$ cat src/rtl/tmr_pkg.sv
package tmr_pkg;
  typedef enum logic [1:0] {
    MODE_OFF   = 2'b00,
    MODE_TIMER = 2'b01,
    MODE_EVENT = 2'b10,
    MODE_PULSE = 2'b11
  } mode_e;

  typedef struct packed {
    logic  pol;   // 0: rising edge / high level active
    mode_e mode;
  } ctl_t;
endpackage

$ cat src/rtl/tmr_prescale.sv
module tmr_prescale #(
  parameter int PS_W  = 8,
  parameter int SEL_W = $clog2(PS_W)
) (
  input  logic             clk_i,
  input  logic             rst_ni,
  input  logic             clr_i,
  input  logic [SEL_W-1:0] sel_i,
  output logic             tick_o
);
  logic [PS_W-1:0] div_q;
  logic [PS_W-1:0] mask;

  assign mask   = (PS_W'(1) << sel_i) - PS_W'(1);
  assign tick_o = (div_q & mask) == mask;

  always_ff @(posedge clk_i or negedge rst_ni) begin
    if (!rst_ni)    div_q <= '0;
    else if (clr_i) div_q <= '0;
    else            div_q <= div_q + PS_W'(1);
  end

  a_r11_clr_restart: assert property (@(posedge clk_i) disable iff (!rst_ni)
    clr_i |=> div_q == '0);
endmodule

$ cat src/rtl/tmr_pin_sync.sv
module tmr_pin_sync (
  input  logic clk_i,
  input  logic rst_ni,
  input  logic pin_i,
  input  logic pol_i,
  output logic lvl_o,
  output logic edge_o
);
  logic s1_q, s2_q, prev_q;

  always_ff @(posedge clk_i or negedge rst_ni) begin
    if (!rst_ni) begin
      s1_q   <= 1'b0;
      s2_q   <= 1'b0;
      prev_q <= 1'b0;
    end else begin
      s1_q   <= pin_i;
      s2_q   <= s1_q;
      prev_q <= s2_q;
    end
  end

  assign lvl_o  = s2_q ^ pol_i;
  assign edge_o = (s2_q ^ pol_i) & ~(prev_q ^ pol_i);

  // one count per edge, never two in a row at fixed polarity
  a_r8_single_edge: assert property (@(posedge clk_i) disable iff (!rst_ni)
    edge_o && $stable(pol_i) |=> !edge_o || !$stable(pol_i));
endmodule

$ cat src/rtl/tmr_preload_top.sv
module tmr_preload_top
  import tmr_pkg::*;
#(
  parameter int CNT_W = 8,
  parameter int PS_W  = 8,
  localparam int SEL_W = $clog2(PS_W)
) (
  input  logic             clk_i,
  input  logic             rst_ni,
  input  logic             wr_en_i,
  input  logic             wr_sel_i,
  input  logic [CNT_W-1:0] wr_data_i,
  output logic [CNT_W-1:0] count_o,
  input  logic             pin_i,
  input  logic             run_i,
  input  logic [SEL_W-1:0] psel_i,
  input  logic             irq_clr_i,
  output logic             irq_o,
  output logic             wake_o
);
  logic [CNT_W-1:0] cnt_q, pre_q;
  ctl_t             ctl_q;
  logic             irq_q, wake_q;
  logic             running, pre_wr, ctl_wr, mode_chg, ps_clr;
  logic             tick, lvl, pin_edge, inc, wrap;

  assign running  = run_i && (ctl_q.mode != MODE_OFF);
  assign pre_wr   = wr_en_i && !wr_sel_i;
  assign ctl_wr   = wr_en_i && wr_sel_i;
  assign mode_chg = ctl_wr && (wr_data_i[1:0] != ctl_q.mode);
  assign ps_clr   = !running || mode_chg;

  tmr_prescale #(.PS_W(PS_W)) u_ps (
    .clk_i (clk_i),
    .rst_ni(rst_ni),
    .clr_i (ps_clr),
    .sel_i (psel_i),
    .tick_o(tick)
  );

  tmr_pin_sync u_sync (
    .clk_i (clk_i),
    .rst_ni(rst_ni),
    .pin_i (pin_i),
    .pol_i (ctl_q.pol),
    .lvl_o (lvl),
    .edge_o(pin_edge)
  );

  always_comb begin
    unique case (ctl_q.mode)
      MODE_TIMER: inc = tick;
      MODE_EVENT: inc = pin_edge;
      MODE_PULSE: inc = tick && lvl;
      default:    inc = 1'b0;
    endcase
  end

  assign wrap = running && inc && (cnt_q == '1);

  always_ff @(posedge clk_i or negedge rst_ni) begin
    if (!rst_ni) begin
      cnt_q  <= '0;
      pre_q  <= '0;
      ctl_q  <= '{pol: 1'b0, mode: MODE_OFF};
      irq_q  <= 1'b0;
      wake_q <= 1'b0;
    end else begin
      if (pre_wr) pre_q <= wr_data_i;
      if (ctl_wr) begin
        ctl_q.mode <= mode_e'(wr_data_i[1:0]);
        ctl_q.pol  <= wr_data_i[2];
      end
      // stopped: direct load; running: preload waits for overflow
      if (pre_wr && !running)   cnt_q <= wr_data_i;
      else if (running && inc)  cnt_q <= wrap ? pre_q : cnt_q + CNT_W'(1);
      if (wrap)                 irq_q <= 1'b1;
      else if (irq_clr_i)       irq_q <= 1'b0;
      wake_q <= wrap;
    end
  end

  assign count_o = cnt_q;
  assign irq_o   = irq_q;
  assign wake_o  = wake_q;

  a_r2_stopped_load: assert property (@(posedge clk_i) disable iff (!rst_ni)
    pre_wr && !running |=> count_o == $past(wr_data_i));
  a_r4_reload: assert property (@(posedge clk_i) disable iff (!rst_ni)
    wrap |=> count_o == $past(pre_q) && irq_o);
  a_r5_wake_pulse: assert property (@(posedge clk_i) disable iff (!rst_ni)
    wake_o |-> irq_o);
  a_r6_sticky: assert property (@(posedge clk_i) disable iff (!rst_ni)
    irq_o && !irq_clr_i |=> irq_o);
  a_r6_clr_vs_ovf: assert property (@(posedge clk_i) disable iff (!rst_ni)
    wrap && irq_clr_i |=> irq_o);
  a_r10_hold: assert property (@(posedge clk_i) disable iff (!rst_ni)
    !running && !pre_wr |=> $stable(count_o));
endmodule

$ cat config.mk
export PLATFORM = sky130hd
export DESIGN_NAME = tmr_preload_top
export DESIGN_NICKNAME = d
export VERILOG_FILES = /design/src/rtl/tmr_pkg.sv /design/src/rtl/tmr_prescale.sv /design/src/rtl/tmr_pin_sync.sv /design/src/rtl/tmr_preload_top.sv
export SDC_FILE = /design/constraint.sdc
export NUM_CORES = 1
export LEC_CHECK = 0
export ABC_CLOCK_PERIOD_IN_PS = 2600
export BUFFER_PORTS_ARGS = -buffer_cell sky130_fd_sc_hd__buf_2
export CORE_UTILIZATION = 59
export DETAILED_ROUTE_END_ITERATION = 6
export PLACE_DENSITY = 0.83
export SYNTH_ARGS = -nofsm -noshare
export SYNTH_HDL_FRONTEND = slang
export SYNTH_SLANG_ARGS = --single-unit
$ cat constraint.sdc
create_clock -name clk_i -period 2.6 [get_ports clk_i]
set_input_delay 0.26 -clock clk_i [delete_from_list [all_inputs] [get_ports clk_i]]
set_output_delay 0.26 -clock clk_i [all_outputs]
set_load 0.01 [all_outputs]
[Yosys cells after proc, flatten, opt, wreduce, memory -nomap -nowiden]
Index checks and enable logic that the tools add are counted.
W data, S select, Z words.
Storage, ports and cells
  register bits after elaboration: 32
  bits of input ports: 18
  output and inout bits: 10
  word-level logic and storage cells: 46
Operators by class
  $add $sub $neg: 3
  eq/ne operators: 6
  shift-type cells: 1
  multiplexer cells: 7
  bitwise logic cells: 5
  reductions and logical operators: 14
Operators by type and width (number)
  $mux W8: 4
  $add A8 B1 Y8 const B: 2
  $and A8 B8 Y8: 1
  $eq A8 B8 Y1: 1
  $eq A8 B8 Y1 const B: 1
  $logic_and A1 B1 Y1: 8
  $shl A1 B3 Y8 const A: 1
  $sub A8 B2 Y8 const B: 1
  $reduce_bool A2 Y1: 3
  $eq A2 B2 Y1 const B: 2
  $pmux W1 S3: 1
  $eq A2 B1 Y1 const B: 1
  $logic_not A1 Y1: 2
  $mux W1: 2
  $ne A2 B2 Y1: 1
  $xor A1 B1 Y1: 2
  $and A1 B1 Y1: 1
  $logic_or A1 B1 Y1: 1
  $not A1 Y1: 1

[Longest topological paths before layout]
Gate-level depths: netlist of run 1.
  depth after elaboration: 11
  mapped depth: 7

[By module]
A second synthesis of run 1 with hierarchy kept.
Unflattened totals
  cells, all modules: 158
  area total of the unflattened synthesis: 1605.3 um2
By module, submodules not included
  tmr_preload_top: instances 1, cells an instance 116, area an instance 1153.6 um2, seq. area each 525.5 um2
  tmr_prescale: instances 1, cells an instance 35, area an instance 345.3 um2, seq. area each 175.2 um2
  tmr_pin_sync: instances 1, cells an instance 7, area an instance 106.4 um2, seq. area each 75.1 um2

[Least setup slack after synthesis of run 1]
Ideal clock, no wire load.
  kind: register -> register
  from: register cnt_q[0] (netlist: count_o[0])
  to: register cnt_q[2] (netlist: count_o[2])
  library setup time: 0.139 ns
  data arrival time: 1.577 ns
  required time: 2.461 ns
  path slack: 0.885 ns
  stages on the path, launching flop included: 8
  path buffers: 2
  cell sequence: dfrtp_1 > ha_1 > buf_4 > and4_1 > buf_2 > a22o_1 > a32oi_1 > o221ai_1
On the way
  longest elaborated chain between the ends: 5
  elaborated cells on any way between the ends: 6
  classes of those cells: add/sub: 1; eq/ne: 1; mux: 3; reduce/logical: 1
RTL lines
  from (decl): line tmr_preload_top.sv:21  | logic [CNT_W-1:0] cnt_q, pre_q;
  from (signal assigned): line tmr_preload_top.sv:75  | if (pre_wr && !running) cnt_q <= wr_data_i;
  from (signal assigned): line tmr_preload_top.sv:76  | else if (running && inc) cnt_q <= wrap ? pre_q : cnt_q + CNT_W'(1);
  parallel branches: the longest is 2 deep, another holds $add A8 B1 Y8
  $mux W8 * (2 in a row): line tmr_preload_top.sv:76
  $mux W8 *: line tmr_preload_top.sv:75
Every way passes the cells marked *. The select of a mux whose other input is x is not followed.
A chain may end at the register's enable or synchronous reset.

[Worst setup path after layout of run 1]
  from: register cnt_q[0] (netlist: count_o[0])
  to: register cnt_q[3] (netlist: count_o[3])
The elaborated chain is that of the path after synthesis.

==> results of run 1 <==
metrics by stage:
step / cells / worst slack [ns] / cell area, um2
final: 213 / 0.737 / 1850
after global placement: 204 / 0.888 / 1770
after CTS: 213 / 0.767 / 1850
after detailed placement: 204 / 0.795 / 1770
after global routing: 213 / 0.651 / 1850
after floorplan: 151 / 0.885 / 1630
cell usage in the layout (no fill, tap or decap), drive strengths merged, types with 2 or more instances in the layout:
cell type	count
nand4	3
nand2	12
o221ai	4
xnor2	5
dfrtp	31
a21oi	8
nand2b	2
buf	28
inv	7
mux2i	4
a31oi	4
mux2	11
nor2	11
and3	5
nand3	5
xor2	4
clkbuf	8
a22o	2
o21ai	5
and2	3
ha	2
and4	2
where the power goes:
group	switching [uW]	internal, uW	total (uW)
sequential	90.0	548	638
clock	159	159	318
combinational	165	151	317
total	414	858	1270
path summary, 6_finish.rpt:
check / endpoint / cells after the start
max: count_o[3]$_DFFE_PN0P_ / 5
min: u_sync.s1_q$_DFF_PN0_ / 1
max reg2reg: count_o[3]$_DFFE_PN0P_ / 5
min reg2reg: u_sync.s2_q$_DFF_PN0_ / 0
max in group asynchronous: count_o[1]$_DFFE_PN0P_ / 2
min in group asynchronous: u_ps.div_q[2]$_DFF_PN0_ / 2
per-layer routing:
layer  track usage [%]  vias up  wire [um]  part of all wire (%)
li1                  -      621          -                     -
met1              32.3      614       1480                    46
met2              39.6       37       1530                    48
met3              6.39        5        174                   5.4
met4              16.7        0         37                   1.1
met5                 0        -          0                     0
synth_stat cells (3+ instances only):
cell type	count	area, um2
o221ai_1	4	35.0
dfrtp_1	31	776
nand3_1	5	25.0
and3_1	3	18.8
nand2_1	11	41.3
mux2i_1	4	40.0
xnor2_1	5	43.8
a31oi_1	4	25.0
nor2_1	11	41.3
mux2_2	10	113
inv_1	6	22.5
o21ai_0	3	15.0
a21oi_1	8	40.0
and2_1	3	18.8
xor2_1	4	35.0
logic make-up (layout without fill, tap and decap cells):
| group | count (synthesis) | after routing | synth area share [%] |
|---|---|---|---|
| compound gates | 35 | 35 | 15.7 |
| xor+xnor | 9 | 9 | 4.83 |
| fa+ha+maj | 2 | 2 | 1.53 |
| buf+inv | 12 | 44 | 4.22 |
| flops | 31 | 31 | 47.6 |
| mux | 15 | 15 | 10.1 |
| simple gates | 47 | 47 | 16.1 |
flip-flops by register name, indices dropped and copies added (netlist names):
register       count
u_sync.s1_q        1
wake_o             1
ctl_q              3
u_ps.div_q         7
u_sync.s2_q        1
pre_q              8
u_sync.prev_q      1
irq_o              1
count_o            8
layout make-up:
class                   count  area (um2)  share of cell area [%]
repair buffers             29         153                    8.27
inverters                   7        26.3                    1.42
well taps                  30        37.5                    2.03
clock buffers               8        68.8                    3.73
multi-input cells         108         786                    42.5
flip-flops and latches     31         776                    42.0
timing repair:
item	in CTS	in global routing
hold buffers	1	0
endpoints found under the hold margin	31	0
buffers inserted	0	0
gates resized for setup	0	0
==> impl_metrics.yaml, run 1 <==
outcome:
  outcome: "completed"
global_routing:
  grt_pass1_wl_mm: 5.24
  grt_max_degree: 32
  antenna_found_initial: 0
  grt_overflow: 0
  grt_util_all_layers_pct: 25.9
  grt_pass1_vias: 1194
sta:
  tns_ns: 0
  clock.fmax_mhz: 537
  slew_headroom_pct: 55.5
  worst_pin_slew_ns: 0.668
  rsz0062_at_grt: "no"
  hold_violations: 0
  min_period_ns: 1.86
  fin_skew_ns: 0.00607
  min_period_over_period_pct: 71.7
  drv_slew: 0
  holdWs_ns: 0.0258
  setup_viol: 0
cts:
  cts_made_buffers: 5
  clkLatencyLatePin_ns: 0.33
  clkSlewWorstSetupHoldPaths_ns: 0.09
  cts_sinks: 31
  ctsLongestPathBuffers: 2
  cts_tree: "yes"
  cts_htree_levels: 2
  cts_root_buffer: "clkbuf_4"
place:
  dp.final_hpwl_mm: 2.37
  io_buffers: 27
  place_congestion: 0.876
drt:
  post_drt_wl_per_cell_um: 15.1
  drt_iter0_drc: 17
  drc: 0
  via_per_inst: 6.00
  num_vias: 1277
  drt_pass1_iterations: 4
  ant_nets: 0
  drt_wl_total_mm: 3.22
critical_path:
  critPathTopFamily: "flip-flops"
  cp_num_buf_inv: 0
  slowest_stage: "dfrtp_1"
  crit_type: "reg2reg"
  critPathMaxStageDelay_ns: 0.49
  worstPathRequired_ns: 2.82
  critPathArrivalTime_ns: 2.08
  crit_start: "count_o[0]$_DFFE_PN0P_"
  cp-start-kind: "flop"
  reg2reg_slack_ns: 0.74
  regToRegStartpoint: "count_o[0]$_DFFE_PN0P_"
  path_max_fanout: 10
  critPathCaptureType: "flop"
  crit_chain: "ha_1 -> nand4_4 -> mux2_1 -> o31ai_1 -> a21oi_1"
pwr:
  power.ir.vdd_worst_v: 0.000674
  p_leak_uw: 0.000858
  power_uw: 1270
  power.density_mw_per_mm2: 689
cells_and_area:
  fill_cells: 204
  fin_nets: 202
  finish.utilization_pct: 72.6
  num_antenna_cells: 0
  drive_gt1_share_pct: 30.1
  area_growth_syn_to_layout_pct: 13.3
floorplanning:
  core_mm2: 0.00254
  die_width_um: 54.6
  io_pins: 28
  die_y_um: 54.6
  start_util_pct: 64.1
  die_area_mm2: 0.00298
  rows: 18
synth:
  synth_edf_count: 0
  synth_cell_type_count: 49
  synth_seq_area_share_pct: 47.6
  synth_nets: 171
  synth_cells: 151
  ys_seq_elements: 31
  synth-async-reset-ratio_pct: 100
  synth.avg_cell_area_um2: 10.8
  synthFlopType: "dfrtp_1"
  yosys_warnings: 0
  netlist_area_mm2: 0.00163
min_path:
  hold_path.startpoint: "pin_i"
  hold_path_class: "in2reg"
job:
  max_cap_viol_count: 0
(Power assumes the default switching activity.)
==> inputs of run 2 (changes only) <==
Settings changed: ABC_CLOCK_PERIOD_IN_PS 2600 to 1570, CORE_UTILIZATION 59 to 49, PLACE_DENSITY 0.83 to 0.74.
Clock period 2.6 ns to 1.57 ns, I/O delays scaled along.
==> run 2 against run 1 <==
The run now ends with negative setup slack left. Utilization fell by 3.2 points. Register-to-register slack lost 0.80 ns. Non-clock buffer count rose by 25. Setup slack lost 0.80 ns. Sequential share of layout area shrank 5.7 points. Worst hold slack gained 0.016 ns. Critical endpoint is now count_o[6]$_DFFE_PN0P_. Largest cell class unchanged.
==> impl_metrics.yaml, run 2 (same netlist as run 1, synthesis figures left out) <==
sta:
  min_period_over_period_pct: 104
  rsz0062_at_grt: "yes"
  worst_pin_slew_ns: 0.395
  drv_slew: 0
  setup_viol: 8
  hold_violations: 0
  clock.fmax_mhz: 612
  setup_slack_ns: -0.0628
  fin_skew_ns: 0.0129
  min_period_ns: 1.63
  slew_headroom_pct: 73.6
floorplanning:
  core_mm2: 0.00310
  die_y_um: 59.7
  io_pins: 28
  rows: 20
  start_util_pct: 52.5
  die_area_mm2: 0.00356
  die_width_um: 59.7
drt:
  via_per_inst: 5.55
  ant_nets: 0
  drt_iter0_drc: 82
  drt_wl_total_mm: 3.95
  num_vias: 1398
  drc: 0
  post_drt_wl_per_cell_um: 15.7
  drt_pass1_iterations: 4
cells_and_area:
  design_area_mm2: 0.00215
  num_antenna_cells: 0
  drive_gt1_share_pct: 45.7
  finish.utilization_pct: 69.4
  area_growth_syn_to_layout_pct: 32.0
  stdcell_count: 252
  fin_nets: 227
  most-common-layout-cells: "dfrtp_1, buf_2, buf_4, nand2_1"
critical_path:
  crit_start: "ctl_q[1]$_DFFE_PN0P_"
  critPathTopFamily: "compound AO/OA/AOI/OAI gates"
  cp_num_buf_inv: 1
  path_max_fanout: 6
  worstPathRequired_ns: 1.79
  crit_type: "reg2reg"
  critPathMaxStageDelay_ns: 0.46
  regToRegStartpoint: "ctl_q[1]$_DFFE_PN0P_"
  critPathArrivalTime_ns: 1.85
  slowest_stage: "dfrtp_2"
  crit_chain: "a222oi_1 -> buf_4 -> nor3_4 -> a41o_1 -> a22o_1"
  critPathCaptureType: "flop"
  cp-start-kind: "flop"
global_routing:
  grt_max_degree: 32
  grt_pass1_wl_mm: 6.54
  use_met2_pct: 42.1
  gr-max-usage-layer: "met2"
  antenna_found_initial: 0
  met1_usage_pct: 31.9
  grt_pass1_vias: 1414
  grt_overflow: 0
  grt_use_met3_pct: 5.84
  grt_util_all_layers_pct: 25.3
cts:
  cts_tree: "yes"
  clkLatencyLatePin_ns: 0.33
  cts_made_buffers: 5
  ctsLongestPathBuffers: 2
  cts_htree_levels: 2
  cts_root_buffer: "clkbuf_4"
  clkSlewWorstSetupHoldPaths_ns: 0.10
  cts_sinks: 31
outcome:
  outcome: "complete, but fails checks"
  violations: "negative setup slack"
pwr:
  power_uw: 2460
  power.density_mw_per_mm2: 1140
  p_leak_uw: 0.00101
  power.ir.vdd_worst_v: 0.000616
min_path:
  hold_path.startpoint: "irq_clr_i"
  hold_path_class: "in2reg"
place:
  dpl_cell_area_mm2: 0.00195
  io_buffers: 27
  dp.final_hpwl_mm: 2.78
  place_inst: 239
  place_congestion: 0.832
  pre_cts_ws_ns: -0.107
job:
  max_cap_viol_count: 0
[run 2: what timing repair did]
item | 4_1_cts | 5_1_grt
hold buffers | 2 | 0
pin swaps | 9 | 10
endpoints found under the setup margin | 10 | 15
buffers inserted | 3 | 1
hold endpoints to repair | 32 | 0
resized for setup | 7 | 8
[run 2: power by group]
part / internal, uW / switching, uW / total (uW)
registers: 912 / 94.4 / 1010
clock network: 376 / 272 / 648
logic: 391 / 410 / 801
[run 2: metrics by stage]
stage / hold WS, ns / setup TNS [ns]
final: 0.0414 / -0.285
after global routing: 0.0348 / -1.19
after CTS: 0.0211 / -0.00235
after detailed placement: 0.195 / -0.708
after global placement: 0.192 / -0.0288
after floorplan: -0.139 / -0.0338
[run 2: cell type report]
| cell class | count | area, um2 |
|---|---|---|
| Clock buffer | 6 | 51.3 |
| Inverter | 7 | 26.3 |
| Timing Repair Buffer | 54 | 343 |
| Sequential cell | 31 | 781 |
| Fill cell | 255 | 951 |
| Multi-Input combinational cell | 108 | 861 |
| Clock inverter | 2 | 35.0 |
| Tap cell | 44 | 55.1 |
[run 2: path summary, 6_finish.rpt]
kind	to	cells after the start	slack (ns)
max in group asynchronous	count_o[1]$_DFFE_PN0P_	3	0.91
worst max-delay path	count_o[6]$_DFFE_PN0P_	5	-0.06
worst max register to register	count_o[6]$_DFFE_PN0P_	5	-0.06
min in group asynchronous	u_ps.div_q[4]$_DFF_PN0_	3	0.35
worst min-delay path	irq_o$_DFFE_PN0P_	2	0.04
worst min register to register	u_sync.s2_q$_DFF_PN0_	0	0.36
[run 2: routing by layer]
layer	vias to the layer above	share of wire (%)
met1	681	44
li1	670	-
met5	-	0
met3	7	4.3
met2	40	50
met4	0	1.4
==> inputs of run 3 (changes only) <==
Settings changed: CORE_ASPECT_RATIO set to 0.9.
==> run 3 against run 2 <==
Critical path type unchanged. The flow still finishes with violations (negative setup slack). Highest routed layer unchanged. Cell count decreased by 1.6%. Combinational power down 1%. Flip-flop and latch count unchanged. Count of clock-buffer cells in the layout grew 1. Maximum frequency up 0.47%. Utilization is 0.85 points lower.
==> impl_metrics.yaml, run 3 (same netlist as run 1, synthesis figures left out) <==
outcome:
  outcome: "complete, but fails checks"
  violations: "negative setup slack"
place:
  dp.final_hpwl_mm: 2.72
  dpl_cell_area_mm2: 0.00194
  io_buffers: 27
  place_congestion: 0.837
floorplanning:
  start_util_pct: 52.4
  die_width_um: 62.8
  rows: 19
  die_area_mm2: 0.00356
  io_pins: 28
  die_y_um: 56.7
  core_mm2: 0.00311
sta:
  setup_slack_ns: -0.0553
  clock.fmax_mhz: 615
  holdWs_ns: 0.0647
  rsz0062_at_grt: "yes"
  worst_pin_slew_ns: 0.682
  tns_ns: -0.166
  hold_violations: 0
  setup_viol: 6
  min_period_ns: 1.63
  fin_skew_ns: 0.00525
  min_period_over_period_pct: 104
  drv_slew: 0
  slew_headroom_pct: 54.5
cts:
  ctsLongestPathBuffers: 2
  cts_root_buffer: "clkbuf_8"
  cts_sinks: 31
  cts_htree_levels: 2
  clkSlewWorstSetupHoldPaths_ns: 0.07
  clkLatencyLatePin_ns: 0.29
  cts_tree: "yes"
  cts_made_buffers: 5
drt:
  via_per_inst: 5.58
  drt_wl_total_mm: 3.84
  post_drt_wl_per_cell_um: 15.5
  drt_iter0_drc: 91
  num_vias: 1383
  drt_pass1_iterations: 4
  drc: 0
  ant_nets: 0
job:
  max_cap_viol_count: 0
pwr:
  power.ir.vdd_worst_v: 0.000718
  power.share.clock_pct: 26.4
  power.internal_uw: 1650
  p_leak_uw: 0.000996
  power.density_mw_per_mm2: 1140
  comb_power_share_pct: 32.4
  swShare_pct: 32.3
  seqPwrFrac_pct: 41.1
  power_switching_uw: 788
critical_path:
  crit_type: "reg2reg"
  crit_chain: "nand2b_1 -> a222oi_1 -> buf_4 -> nor3_4 -> buf_4 -> a31oi_1 -> a21oi_1"
  worstPathRequired_ns: 1.73
  critPathArrivalTime_ns: 1.78
  slowest_stage: "dfrtp_1"
  critPathCaptureType: "flop"
  crit_top_cell: "buf_4"
  critPathMaxStageDelay_ns: 0.39
  path_max_fanout: 5
  cp-start-kind: "flop"
global_routing:
  grt_util_all_layers_pct: 24.1
  grt_max_degree: 32
  antenna_found_initial: 0
  grt_pass1_vias: 1414
  grt_pass1_wl_mm: 6.36
  grt_overflow: 0
cells_and_area:
  fin_nets: 225
  num_antenna_cells: 0
  area_growth_syn_to_layout_pct: 30.9
  drive_gt1_share_pct: 44.7
  most-common-layout-cells: "dfrtp_1, buf_2, buf_4"
  final_common_cell: "dfrtp_1"
  design_area_mm2: 0.00213
min_path:
  hold_path_class: "in2reg"
[run 3: layout make-up]
type / instances / area [um2]
Tap cell: 42 / 52.6
Sequential cell: 31 / 779
Multi-Input combinational cell: 108 / 856
Clock inverter: 1 / 5.00
Inverter: 7 / 26.3
Fill cell: 245 / 981
Timing Repair Buffer: 52 / 328
Clock buffer: 7 / 86.3
[run 3: metal layers]
metal  share of wire, %  global-route usage (%)  wire length, um  vias to the layer above
met2                 48                    38.0             1840                       48
met5                  0                       0                0                        -
met3                5.6                    8.33              216                        7
met4                1.6                    9.63               63                        0
met1                 45                    30.1             1730                      668
li1                   -                       -                -                      660
[run 3: worst max-delay path: cells and delay by family, from the launching register on]
kind / cells / cell delay, ns
AO/OA/AOI/OAI: 3 / 0.56
flip-flops: 1 / 0.39
AND/OR/NAND/NOR: 2 / 0.21
buffers and inverters: 2 / 0.34
[run 3: path summary, 6_finish.rpt]
kind	slack, ns	start	depth (start not counted)	endpoint
worst min-delay path	0.06	irq_clr_i	2	irq_o$_DFFE_PN0P_
worst min register to register	0.35	u_sync.s1_q$_DFF_PN0_	0	u_sync.s2_q$_DFF_PN0_
worst max register to register	-0.06	u_ps.div_q[0]$_DFF_PN0_	7	count_o[4]$_DFFE_PN0P_
min in group asynchronous	0.45	rst_ni	2	pre_q[5]$_DFFE_PN0P_
max in group asynchronous	0.64	rst_ni	2	count_o[0]$_DFFE_PN0P_
worst max-delay path	-0.06	u_ps.div_q[0]$_DFF_PN0_	7	count_o[4]$_DFFE_PN0P_
[run 3: power by group through the flow]
stage	Clock (uW)	Sequential, uW	Combinational (uW)
global placement	0	1010	689
global route	691	1020	862
CTS	665	1000	746
finish	645	1000	790
detailed placement	0	1010	708
floorplan	0	1060	358
[run 3: repair_timing]
action | 4_1_cts | 5_1_grt
hold endpoints to repair | 32 | 0
hold buffers | 2 | 0
buffers inserted | 1 | 1
pin swaps | 5 | 12
setup endpoints to repair | 9 | 16
gates resized for setup | 6 | 9
[run 3: through the flow]
step           utilization [%]  setup slack (ns)  power [uW]  instances
2_1_floorplan                -           -0.0338        1420        151
3_3_place_gp              62.2          -0.00852        1700        236
3_5_place_dp              62.2           -0.0549        1720        236
4_1_cts                   67.1           -0.0177        2410        247
5_1_grt                   68.5            -0.157        2570        248
6_report                  68.5           -0.0553        2440        248
